File: src/rtl/rst_seq_pkg.sv
package rst_seq_pkg;

  typedef enum logic [1:0] {
    VEC_POWER  = 2'b00,
    VEC_CLKMON = 2'b01,
    VEC_WDOG   = 2'b10,
    VEC_PIN    = 2'b11
  } vecClass_e;

  typedef enum logic [1:0] {
    ST_IDLE,
    ST_PULSE,
    ST_WAIT,
    ST_FETCH
  } seqState_e;

  // strobes from the sequencing control to the datapath
  typedef struct packed {
    logic cntClear;
    logic loadVec;
    logic clearFlags;
  } seqStrobe_t;

endpackage

File: src/rtl/rst_seq_dp.sv
module rst_seq_dp
  import rst_seq_pkg::*;
#(
  parameter int PULSE_CYCLES = 512,
  parameter int WAIT_CYCLES  = 256
) (
  input  logic       clk,
  input  logic       porReq,
  input  logic       lvdReq,
  input  logic       illAddrReq,
  input  logic       wdogReq,
  input  logic       clkMonReq,
  input  logic       pinSense,
  input  seqStrobe_t strobe,
  output logic       pulseDone,
  output logic       waitDone,
  output logic       pinLowSync,
  output logic       intReq,
  output vecClass_e  vecSel
);

  localparam int MAX_CYCLES = (PULSE_CYCLES > WAIT_CYCLES) ? PULSE_CYCLES : WAIT_CYCLES;
  localparam int CNT_W      = $clog2(MAX_CYCLES + 1);

  logic [CNT_W-1:0] phaseCnt;
  logic [1:0]       syncQ;
  logic             wdogPend;
  logic             clkMonPend;

  // phase counter shared by pulse and wait
  always_ff @(posedge clk or posedge porReq) begin
    if (porReq)               phaseCnt <= '0;
    else if (strobe.cntClear) phaseCnt <= '0;
    else                      phaseCnt <= phaseCnt + 1'b1;
  end

  assign pulseDone = (phaseCnt == CNT_W'(PULSE_CYCLES - 1));
  assign waitDone  = (phaseCnt == CNT_W'(WAIT_CYCLES - 1));

  // two-flop synchronizer on the pin; idle level is high
  always_ff @(posedge clk or posedge porReq) begin
    if (porReq) syncQ <= 2'b11;
    else        syncQ <= {syncQ[0], pinSense};
  end

  assign pinLowSync = ~syncQ[1];
  assign intReq     = lvdReq | illAddrReq | wdogReq | clkMonReq;

  // sticky causes: a new request wins over clearing
  always_ff @(posedge clk or posedge porReq) begin
    if (porReq) begin
      wdogPend   <= 1'b0;
      clkMonPend <= 1'b0;
    end else begin
      wdogPend   <= wdogReq   | (wdogPend   & ~strobe.clearFlags);
      clkMonPend <= clkMonReq | (clkMonPend & ~strobe.clearFlags);
    end
  end

  // vector class, priority: pin, clock monitor, watchdog, power
  always_ff @(posedge clk or posedge porReq) begin
    if (porReq) vecSel <= VEC_POWER;
    else if (strobe.loadVec) begin
      if (pinLowSync)      vecSel <= VEC_PIN;
      else if (clkMonPend) vecSel <= VEC_CLKMON;
      else if (wdogPend)   vecSel <= VEC_WDOG;
      else                 vecSel <= VEC_POWER;
    end
  end

  // the class changes only when a selection is loaded
  a_r10_vec_hold: assert property (@(posedge clk) disable iff (porReq)
    !strobe.loadVec |=> $stable(vecSel));

  // a pending cause survives until a clearing strobe
  a_r7_wdog_sticky: assert property (@(posedge clk) disable iff (porReq)
    (wdogPend && !strobe.clearFlags) |=> wdogPend);

  a_r7_clkmon_sticky: assert property (@(posedge clk) disable iff (porReq)
    (clkMonPend && !strobe.clearFlags) |=> clkMonPend);

  // a low pin at the sampling edge always yields the external class
  a_r3_pin_wins: assert property (@(posedge clk) disable iff (porReq)
    (strobe.loadVec && pinLowSync) |=> (vecSel == VEC_PIN));

endmodule

File: src/rtl/rst_seq_ctrl.sv
module rst_seq_ctrl
  import rst_seq_pkg::*;
(
  input  logic       clk,
  input  logic       porReq,
  input  logic       pulseDone,
  input  logic       waitDone,
  input  logic       pinLowSync,
  input  logic       intReq,
  output seqStrobe_t strobe,
  output logic       pinPullDown,
  output logic       sysReset,
  output logic       fetchStrobe
);

  seqState_e state, stateNext;

  always_ff @(posedge clk or posedge porReq) begin
    if (porReq) state <= ST_PULSE;
    else        state <= stateNext;
  end

  always_comb begin
    stateNext = state;
    strobe    = '0;
    unique case (state)
      ST_IDLE: begin
        if (intReq || pinLowSync) begin
          stateNext       = ST_PULSE;
          strobe.cntClear = 1'b1;
        end
      end
      ST_PULSE: begin
        // requests in this phase do not touch the count
        if (pulseDone) begin
          stateNext       = ST_WAIT;
          strobe.cntClear = 1'b1;
        end
      end
      ST_WAIT: begin
        if (intReq) begin
          stateNext       = ST_PULSE;
          strobe.cntClear = 1'b1;
        end else if (waitDone) begin
          stateNext      = ST_FETCH;
          strobe.loadVec = 1'b1;
        end
      end
      ST_FETCH: begin
        strobe.clearFlags = 1'b1;
        if (intReq) begin
          stateNext       = ST_PULSE;
          strobe.cntClear = 1'b1;
        end else begin
          stateNext = ST_IDLE;
        end
      end
      default: stateNext = ST_IDLE;
    endcase
  end

  assign pinPullDown = (state == ST_PULSE);
  assign sysReset    = (state == ST_PULSE) || (state == ST_WAIT);
  assign fetchStrobe = (state == ST_FETCH);

  // the pulse keeps running until the counter reports its end
  a_r1_pulse_holds: assert property (@(posedge clk) disable iff (porReq)
    (pinPullDown && !pulseDone) |=> pinPullDown);

  // the pulse end always leads into the wait, with reset still held
  a_r2_wait_after_pulse: assert property (@(posedge clk) disable iff (porReq)
    (pinPullDown && pulseDone) |=> (sysReset && !pinPullDown));

  // the fetch cycle lasts one cycle
  a_r2_fetch_single: assert property (@(posedge clk) disable iff (porReq)
    fetchStrobe |=> !fetchStrobe);

  // a request during the wait restarts the pulse
  a_r8_wait_restart: assert property (@(posedge clk) disable iff (porReq)
    (sysReset && !pinPullDown && intReq) |=> pinPullDown);

  // a low synchronized pin while idle starts a sequence
  a_r9_pin_start: assert property (@(posedge clk) disable iff (porReq)
    (!sysReset && !fetchStrobe && pinLowSync) |=> pinPullDown);

endmodule

File: src/rtl/reset_sequencer.sv
module reset_sequencer
  import rst_seq_pkg::*;
#(
  parameter int PULSE_CYCLES = 512,
  parameter int WAIT_CYCLES  = 256
) (
  input  logic       clk,
  input  logic       porReq,
  input  logic       lvdReq,
  input  logic       illAddrReq,
  input  logic       wdogReq,
  input  logic       clkMonReq,
  input  logic       pinSense,
  output logic       pinPullDown,
  output logic       sysReset,
  output logic       fetchStrobe,
  output logic [1:0] vecSel
);

  seqStrobe_t strobe;
  logic       pulseDone;
  logic       waitDone;
  logic       pinLowSync;
  logic       intReq;
  vecClass_e  vecClass;

  rst_seq_ctrl u_ctrl (
    .clk         (clk),
    .porReq      (porReq),
    .pulseDone   (pulseDone),
    .waitDone    (waitDone),
    .pinLowSync  (pinLowSync),
    .intReq      (intReq),
    .strobe      (strobe),
    .pinPullDown (pinPullDown),
    .sysReset    (sysReset),
    .fetchStrobe (fetchStrobe)
  );

  rst_seq_dp #(
    .PULSE_CYCLES (PULSE_CYCLES),
    .WAIT_CYCLES  (WAIT_CYCLES)
  ) u_dp (
    .clk        (clk),
    .porReq     (porReq),
    .lvdReq     (lvdReq),
    .illAddrReq (illAddrReq),
    .wdogReq    (wdogReq),
    .clkMonReq  (clkMonReq),
    .pinSense   (pinSense),
    .strobe     (strobe),
    .pulseDone  (pulseDone),
    .waitDone   (waitDone),
    .pinLowSync (pinLowSync),
    .intReq     (intReq),
    .vecSel     (vecClass)
  );

  assign vecSel = vecClass;

endmodule

File: config.mk
export PLATFORM = sky130hd
export DESIGN_NAME = reset_sequencer
export DESIGN_NICKNAME = d
export VERILOG_FILES = /design/src/rtl/rst_seq_pkg.sv /design/src/rtl/rst_seq_dp.sv /design/src/rtl/rst_seq_ctrl.sv /design/src/rtl/reset_sequencer.sv
export SDC_FILE = /design/constraint.sdc
export NUM_CORES = 1
export LEC_CHECK = 0
export BUFFER_PORTS_ARGS = -buffer_cell sky130_fd_sc_hd__buf_2
export CAP_MARGIN = 20
export CORE_MARGIN = 2
export CORE_UTILIZATION = 55
export CTS_CLUSTER_DIAMETER = 60
export CTS_CLUSTER_SIZE = 8
export DETAILED_ROUTE_END_ITERATION = 10
export PLACE_DENSITY_LB_ADDON = 0.15
export SYNTH_ARGS = -nofsm -noshare
export SYNTH_HDL_FRONTEND = slang
export SYNTH_SLANG_ARGS = --single-unit
File: constraint.sdc
create_clock -name clk -period 1.9 [get_ports clk]
set_input_delay 0.38 -clock clk [delete_from_list [all_inputs] [get_ports clk]]
set_output_delay 0.38 -clock clk [all_outputs]
set_load 0.005 [all_outputs]
* Yosys cells after proc, flatten, opt, wreduce, memory -nomap -nowiden *
Cells that the tools add are included.
W data, S select, Z words.

storage, ports and cells
  register bits = 18
  output and inout port bits = 5

cells by class
  add/subtract/negate cells = 1
  equality and inequality tests = 8
  mux-type cells = 18
  bitwise operators = 9
  reductions and logical operators = 5

operators with widths
  kind                     number
  $mux W2                  7
  $add A10 B1 Y10 const B  1
  $eq A10 B8 Y1 const B    1
  $eq A10 B9 Y1 const B    1
  $mux W10                 1
  $mux W1                  8
  $pmux W2 S4              1
  $or A1 B1 Y1             5
  $eq A2 B2 Y1 const B     2
  $ne A2 B1 Y1 const B     2
  $ne A3 B1 Y1 const B     1
  $pmux W1 S3              1
  $reduce_and A3 Y1        1
  $and A1 B1 Y1            2
  $eq A2 B1 Y1 const B     1
  $logic_not A2 Y1         1
  $logic_or A1 B1 Y1       2
  $not A1 Y1               2
  $reduce_or A2 Y1         1

* Longest topological paths before layout *
Gate-level depths: netlist (run 1).

  depth in word-level cells = 7
  depth in mapped cells = 7
  depth with buffers taken out = 6

* Modules after synthesis *
From an unflattened synthesis (run 1), not the netlist that was laid out.

second synthesis, totals
  cells, all modules = 94
  area, all modules = 944.7 µm²

modules (own cells, without submodules)
  module        instances  cells an instance  area an instance (µm²)  seq. area each (µm²)
  rst_seq_dp    1          65                 695.7                   402.9
  rst_seq_ctrl  1          29                 249.0                   51.3

* Worst setup path before layout (run 1) *
No wires, ideal clock.

  path type = register to register
  start point = reg u_ctrl.state[0]
  end point = reg u_dp.phaseCnt[1]
  library setup time = 0.073 ns
  arrival = 1.506 ns
  path slack = 0.321 ns
  cell stages (with the launch flop) = 8
  buffers on the path = 1
  period minus slack after synthesis = 1.579 ns
  cell sequence = dfstp_2 -> inv_1 -> ha_1 -> nor2_1 -> nor2_1 -> o31a_1 -> buf_2 -> nor2b_1

on the way
  longest elaborated chain between the ends = 4
  elaborated cells on any way between the ends = 7

RTL lines
  item                               line                text
  start: declaration                 rst_seq_ctrl.sv:16  seqState_e state, stateNext;
  start signal: assignment           rst_seq_ctrl.sv:20  else state <= stateNext;
  $eq A2 B2 Y1                       rst_seq_ctrl.sv:26  unique case (state)
  $reduce_or A2 Y1 (no source line)  -
  $pmux W1 S3 *                      rst_seq_ctrl.sv:26
  $mux W10 *                         rst_seq_dp.sv:33    else if (strobe.cntClear) phaseCnt <= '0;
  end signal: assignment             rst_seq_dp.sv:34    else phaseCnt <= phaseCnt + 1'b1;
  end: declaration                   rst_seq_dp.sv:25    logic [CNT_W-1:0] phaseCnt;

Every way passes the cells marked *; elsewhere a longest branch is shown, timed or not.
A chain may end at the register's enable or synchronous reset.

* Worst setup path after layout (run 1) *
  start point = reg u_ctrl.state[0]
  end point = out sysReset

on the way
  longest elaborated chain between the ends = 2
  elaborated cells on any way between the ends = 3

RTL lines
  item                                          line                   text
  $eq A2 B1 Y1 or $eq A2 B2 Y1 (tied branches)  rst_seq_ctrl.sv:63     assign sysReset = (state == ST_PULSE) || (state == ST_WAIT);
  $logic_or A1 B1 Y1 *                          rst_seq_ctrl.sv:63
  end: declaration                              reset_sequencer.sv:15  output logic sysReset,

Marked as above.

==> flow_summary.json, run 1 <==
{
  "status": "complete, no violations",
  "leakagePower_uw": 0.000481,
  "start_util_pct": 60.7,
  "post-route-period-util_pct": 93.7,
  "place_congestion": 0.852,
  "htree_levels": 1,
  "core_sq_mm": 0.00156,
  "dr.first_iter.drc_count": 12,
  "post_cts_buffers": 0,
  "cp_data_arrival_time_ns": 1.40,
  "cts_root_buf": "clkbuf_4",
  "vias_per_cell": 5.46,
  "die_w_microns": 45.5,
  "crit_required_ns": 1.52,
  "layout-drive-gt1-share_pct": 29.0,
  "grt_usage_pct": 17.2,
  "cts_sinks": 18,
  "syn_nets": 99,
  "dp_hpwl_microns": 1180,
  "fin_nets": 114,
  "drc": 0,
  "netlist_area_sq_um": 946,
  "drv_cap": 0,
  "clk_latency_ns": 0.29,
  "syn_to_final_growth_pct": 11.2,
  "place.port_buffers": 11,
  "grt_max_degree": 19,
  "yosysSeqAreaShare_pct": 48.0,
  "fill_cells": 120,
  "p_total_uw": 1180,
  "antenna_found_initial": 0,
  "hold_buffers": 0,
  "synth_area_per_cell_sq_um": 11.0,
  "skew_ns": 0.00320,
  "endpoint_kind": "primary output",
  "cts_resized": 0,
  "hold_class": "in2async",
  "wire_per_inst_microns": 13.4,
  "fin_setup_tns_ns": 0,
  "layout_commonest_cell": "dfrtp_1",
  "crit_fanout": 6,
  "powerDensity_mw_per_mm2": 1120,
  "worst_pin_slew_ns": 0.649,
  "worstSetupPathType": "reg2out",
  "grt_pass1_vias": 608,
  "syn_inst": 86,
  "grt_setup_unrepaired": "no",
  "cts-buffers-inserted": 3,
  "grt_pass1_wl_microns": 2550,
  "grt.overflow.total": 0,
  "max-slew-margin-rel_pct": 56.7,
  "cp-start-kind": "flip-flop",
  "setup_viol": 0,
  "final_cell_mix": "dfrtp_1, nor2_1, buf_2",
  "finish.utilization_pct": 67.5,
  "synth.distinct_cells": 29,
  "pre_cts_ws_ns": 0.171,
  "cts_tree": "built",
  "fin_ws_ns": 0.120,
  "irDropWorstVdd_v": 0.000676,
  "num_rows": 14,
  "yosys.area.top_type": "dfrtp_1",
  "dieArea_sq_mm": 0.00207,
  "fmax_ghz": 0.562,
  "dieHeight_microns": 45.5,
  "synthTopCellsByArea": "dfrtp_1, dfstp_2, ha_1, nor2_1, xnor2_1",
  "wirelength_microns": 1550,
  "clk_pin_slew_worst_paths_ns": 0.10,
  "clk_path_buf_depth": 2,
  "dr_total_vias": 633,
  "synth_top_area_share_pct": 39.7,
  "drt_first_pass_iters": 4,
  "maxSlewViolCount": 0,
  "ys_ff_latch": 18,
  "finalHoldViolations": 0,
  "ios": 12,
  "yosys_warnings": 0,
  "period_minus_slack_ns": 1.78,
  "num_antenna_cells": 0,
  "antenna_left": 0
}
## layout make-up
cell class	instances	area (sq um)	share of cell area, %
multi-input cells	60	460	43.8
flip-flops and latches	18	454	43.2
repair buffers	11	55.1	5.23
clock buffers	4	36.3	3.45
inverters	7	26.3	2.50
well taps	16	20.0	1.90
## sequential cells by signal, indices dropped and copies added (netlist names)
name and flops:
u_dp.wdogPend 1, u_ctrl.state 2, u_dp.clkMonPend 1, u_dp.vecSel 2, u_dp.phaseCnt 10, u_dp.syncQ 2
## per-layer routing
metal | share of wire (%) | track usage (%) | up-vias
met1 | 49 | 25.4 | 297
li1 | - | - | 320
met4 | 1.2 | 7.06 | 0
met3 | 3.1 | 2.38 | 4
met5 | 0 | 0 | -
met2 | 47 | 25.4 | 12
## per-stage QoR
stage	cell area, sq um	instances	hold WS, ns
after detailed placement	1020	112	0.351
after CTS	1050	116	0.170
after global placement	1020	112	0.347
final	1050	116	0.156
after global routing	1050	116	0.160
after floorplan	946	86	0.316
## Yosys cell counts
cell type and n:
o211ai_2 1, inv_1 7, a21oi_1 1, buf_2 1, nand3_1 6, or4_4 1, dfstp_2 3, o31a_1 1
nand4_4 1, nor2_2 1, nor3_1 2, a31o_2 1, mux2_2 2, nor4_4 1, o31ai_1 2, nor3_2 1
o21ai_0 1, nor2_1 13, dfrtp_1 15, xor2_1 3, nand4b_1 1, a21o_1 2, nand2b_1 1, xnor2_1 5
mux2_4 1, nor2b_1 1, o31ai_2 1, nand2_1 4, ha_1 6
## power breakdown
| group | switching (uW) | internal (uW) |
|---|---|---|
| logic | 237 | 193 |
| clock network | 119 | 117 |
| registers | 58.4 | 457 |
## cells by family after synthesis
kind of cell	count (synthesis)	synth area share, %
AOI/OAI and AO/OA	10	8.73
xor gates and xnor gates	8	7.41
adders and majority gates	6	7.94
buffers and inverters	8	3.31
DFF	18	48.0
muxes	3	3.97
and+or+nand+nor	33	20.6
## path summary, 6_finish.rpt
| kind | start | to | slack (ns) | depth (start not counted) |
|---|---|---|---|---|
| worst max-delay path | u_ctrl.state[0] | sysReset | 0.12 | 3 |
| worst min-delay path | porReq | u_dp.phaseCnt[0] | 0.16 | 2 |
| worst max register to register | u_ctrl.state[0] | u_dp.phaseCnt[1] | 0.16 | 6 |
| worst min register to register | u_dp.syncQ[0] | u_dp.syncQ[1] | 0.37 | 0 |
| max in group asynchronous | porReq | u_ctrl.state[1] | 1.33 | 2 |
| min in group clk | pinSense | u_dp.syncQ[0] | 0.18 | 1 |
## critical path, stage by stage, from the launching register on
cell and delay, ns:
dfstp_2 0.57, inv_1 0.11, ha_1 0.30, buf_2 0.12
Note: power is estimated with default switching activity, not from simulation.
==> run 2: changes to the inputs <==
--- a/config.mk
+++ b/config.mk
@@ -13,6 +13,8 @@
 export CTS_CLUSTER_SIZE = 8
 export DETAILED_ROUTE_END_ITERATION = 10
 export PLACE_DENSITY_LB_ADDON = 0.15
+export SKIP_LAST_GASP = 1
 export SYNTH_ARGS = -nofsm -noshare
 export SYNTH_HDL_FRONTEND = slang
+export SYNTH_HIERARCHICAL = 1
 export SYNTH_SLANG_ARGS = --single-unit
==> flow_summary.json, run 2 <==
{
  "yosys.area.top_type": "dfrtp_1",
  "busiest_layer": "met2",
  "netlist_area_sq_um": 945,
  "use_met1_pct": 26.0,
  "ios": 12,
  "finalHoldViolations": 0,
  "path_cells": "and4_4 > nand4_1 > nor3b_2 > a21oi_2 > a21oi_2 > a2bb2oi_2 > nor2b_1 > mux2_2",
  "grt_usage_pct": 20.8,
  "antenna_found_initial": 0,
  "syn_nets": 107,
  "holdPathStages": 1,
  "syn_to_final_growth_pct": 24.1,
  "grt_util_met2_pct": 34.1,
  "cp-start-kind": "flip-flop",
  "wire_per_inst_microns": 13.1,
  "leakagePower_uw": 0.000564,
  "synth.distinct_cells": 32,
  "maxSlewViolCount": 0,
  "start_util_pct": 60.6,
  "yosys_warnings": 6,
  "die_w_microns": 45.4,
  "vias_per_cell": 5.66,
  "cts_tree": "built",
  "synth_area_per_cell_sq_um": 10.0,
  "irDropWorstVdd_v": 0.000766,
  "whs_ns": 0.179,
  "fmax_ghz": 0.541,
  "dp_hpwl_microns": 1330,
  "p_seq_share_pct": 38.0,
  "crit_required_ns": 2.08,
  "grt_setup_unrepaired": "yes",
  "power.switching_uw": 489,
  "syn_inst": 94,
  "crit_family": "simple AND/OR/NAND/NOR gates",
  "layout-drive-gt1-share_pct": 33.1,
  "ys_async_sr_fraction_pct": 100,
  "synth_common_cells": "dfrtp_1, inv_1, a21oi_1, nor2_1, ha_1",
  "min_to": "u_dp/syncQ[0]",
  "place.port_buffers": 11,
  "cp_common_cell": "a21oi_2",
  "status": "complete, no violations",
  "place_congestion": 0.871,
  "drt_first_pass_iters": 4,
  "grt_pass1_vias": 755,
  "htree_levels": 1,
  "period_minus_slack_ns": 1.85,
  "dr_total_vias": 775,
  "drv_cap": 0,
  "dr.first_iter.drc_count": 8,
  "synth_edf_count": 0,
  "num_rows": 14,
  "met3_usage_pct": 4.76,
  "r2r_end": "u_dp/phaseCnt[8]",
  "multiInputGateArea_sq_um": 462,
  "crit-reg2reg-launch": "u_dp/phaseCnt[5]",
  "regArea_sq_um": 454,
  "p_int_uw": 868,
  "clk_path_buf_depth": 2,
  "layout_commonest_cell": "dfrtp_1",
  "ys_ff_latch": 18,
  "crit_buf_inv": 0,
  "fill_cells": 108,
  "switching_share_pct": 36.0,
  "endpoint_kind": "flip-flop",
  "cpMaxStageDelayCell": "dfrtp_1",
  "critPathMaxStageDelay_ns": 0.39,
  "worstSetupPathType": "reg2reg",
  "skew_ns": 0.00193,
  "crit_fanout": 3,
  "dieArea_sq_mm": 0.00207,
  "core_sq_mm": 0.00156,
  "powerDensity_mw_per_mm2": 1160,
  "largest-register": "u_dp/phaseCnt",
  "hold_path.startpoint": "pinSense",
  "fin_setup_tns_ns": 0,
  "reg2reg_depth": 8,
  "yosysMostFrequentCell": "dfrtp_1",
  "cp_data_arrival_time_ns": 2.03,
  "setup_viol": 0,
  "final_cell_mix": "dfrtp_1, buf_4, buf_2",
  "clk_pin_slew_worst_paths_ns": 0.10,
  "largest_reg_flops": 10,
  "cts_root_buf": "clkbuf_4",
  "reg2reg_slack_ns": 0.05,
  "antenna_left": 0,
  "num_antenna_cells": 0,
  "synthTopCellsByArea": "dfrtp_1, dfstp_2, ha_1, a21oi_1, inv_1",
  "synth_ff_type": "dfrtp_1",
  "hold_class": "in2reg",
  "dieHeight_microns": 45.4,
  "yosysSeqAreaShare_pct": 48.1,
  "pwr-share-clk_pct": 17.1,
  "grt_max_degree": 17,
  "worst_pin_slew_ns": 0.595,
  "cts-buffers-inserted": 3,
  "post-route-period-util_pct": 97.4,
  "grt_pass1_wl_microns": 3020,
  "grt.overflow.total": 0,
  "clk_latency_ns": 0.29,
  "combPwrFrac_pct": 44.9,
  "synth_top_area_share_pct": 39.7,
  "wirelength_microns": 1790,
  "fin_nets": 135,
  "drc": 0,
  "cts_sinks": 18,
  "max-slew-margin-rel_pct": 60.3
}
[run 2: changes by cell type after synthesis, moves of 3 or more]
cell,change
or4_1,+3
a31oi_1,+3
nor2_1,-4
a21oi_1,+8
inv_1,+3
xnor2_1,-4
[run 2: kinds of logic after synthesis]
| kind of cell | after synthesis | synth area share, % |
|---|---|---|
| AOI/OAI and AO/OA | 21 | 14.0 |
| xor gates and xnor gates | 3 | 2.78 |
| adders and majority gates | 6 | 7.95 |
| buffers and inverters | 12 | 5.17 |
| DFF | 18 | 48.1 |
| muxes | 1 | 1.19 |
| and+or+nand+nor | 33 | 20.8 |
[run 2: power by group through the flow]
stage               registers, uW  logic [uW]  clock network (uW)
floorplan                     529         373                   0
global placement              518         535                   0
detailed placement            523         554                   0
CTS                           515         573                 242
global route                  523         677                 257
finish                        516         609                 232
[run 2: worst register-to-register path, delay by kind of cell (launching register included)]
family,cells,cell delay [ns]
AO/OA/AOI/OAI,3,0.44
flip-flops,1,0.39
multiplexers,1,0.25
AND/OR/NAND/NOR,4,0.67
[run 2: cell type report]
cell class	count	share of cell area [%]
Multi-Input combinational cell	64	39.4
Inverter	10	3.20
Clock buffer	4	3.09
Sequential cell	18	38.7
Timing Repair Buffer	25	13.9
Tap cell	16	1.71
[run 2: worst max-delay path by stage]
| stage | start | to | slack [ns] | depth (start not counted) |
|---|---|---|---|---|
| detailed placement | illAddrReq | u_ctrl/state[1] | -0.08 | 5 |
| finish | u_dp/phaseCnt[5] | u_dp/phaseCnt[8] | 0.05 | 8 |
| floorplan | u_dp/phaseCnt[2] | u_dp/phaseCnt[8] | -0.07 | 9 |
| global route | u_dp/phaseCnt[5] | u_dp/vecSel[1] | -0.04 | 8 |
| CTS | u_dp/phaseCnt[5] | u_dp/phaseCnt[8] | 0.05 | 8 |
| global placement | illAddrReq | u_ctrl/state[1] | -0.04 | 5 |
[run 2: routing by layer]
| metal | part of all wire, % | wire, microns |
|---|---|---|
| met5 | 0 | 0 |
| met4 | 1.1 | 19 |
| met3 | 3.1 | 56 |
| met2 | 48 | 865 |
| met1 | 47 | 847 |
[run 2: metrics by stage]
step           utilization (%)  worst slack, ns  cell area (sq um)  cells  power [uW]
2_1_floorplan                -          -0.0726                955     94         901
3_3_place_gp              70.9          -0.0406               1100    131        1050
3_5_place_dp              70.9          -0.0804               1100    131        1080
4_1_cts                   74.2           0.0492               1160    136        1330
5_1_grt                   75.2          -0.0374               1170    137        1460
6_report                  75.2           0.0501               1170    137        1360
[run 2: what timing repair did]
action | in CTS | in global routing
hold endpoints to repair | 1 | 0
pin swaps | 0 | 3
endpoints found under the setup margin | 1 | 6
gates resized for setup | 1 | 2
gates cloned | 0 | 0
setup buffers | 0 | 1
hold buffers | 1 | 0
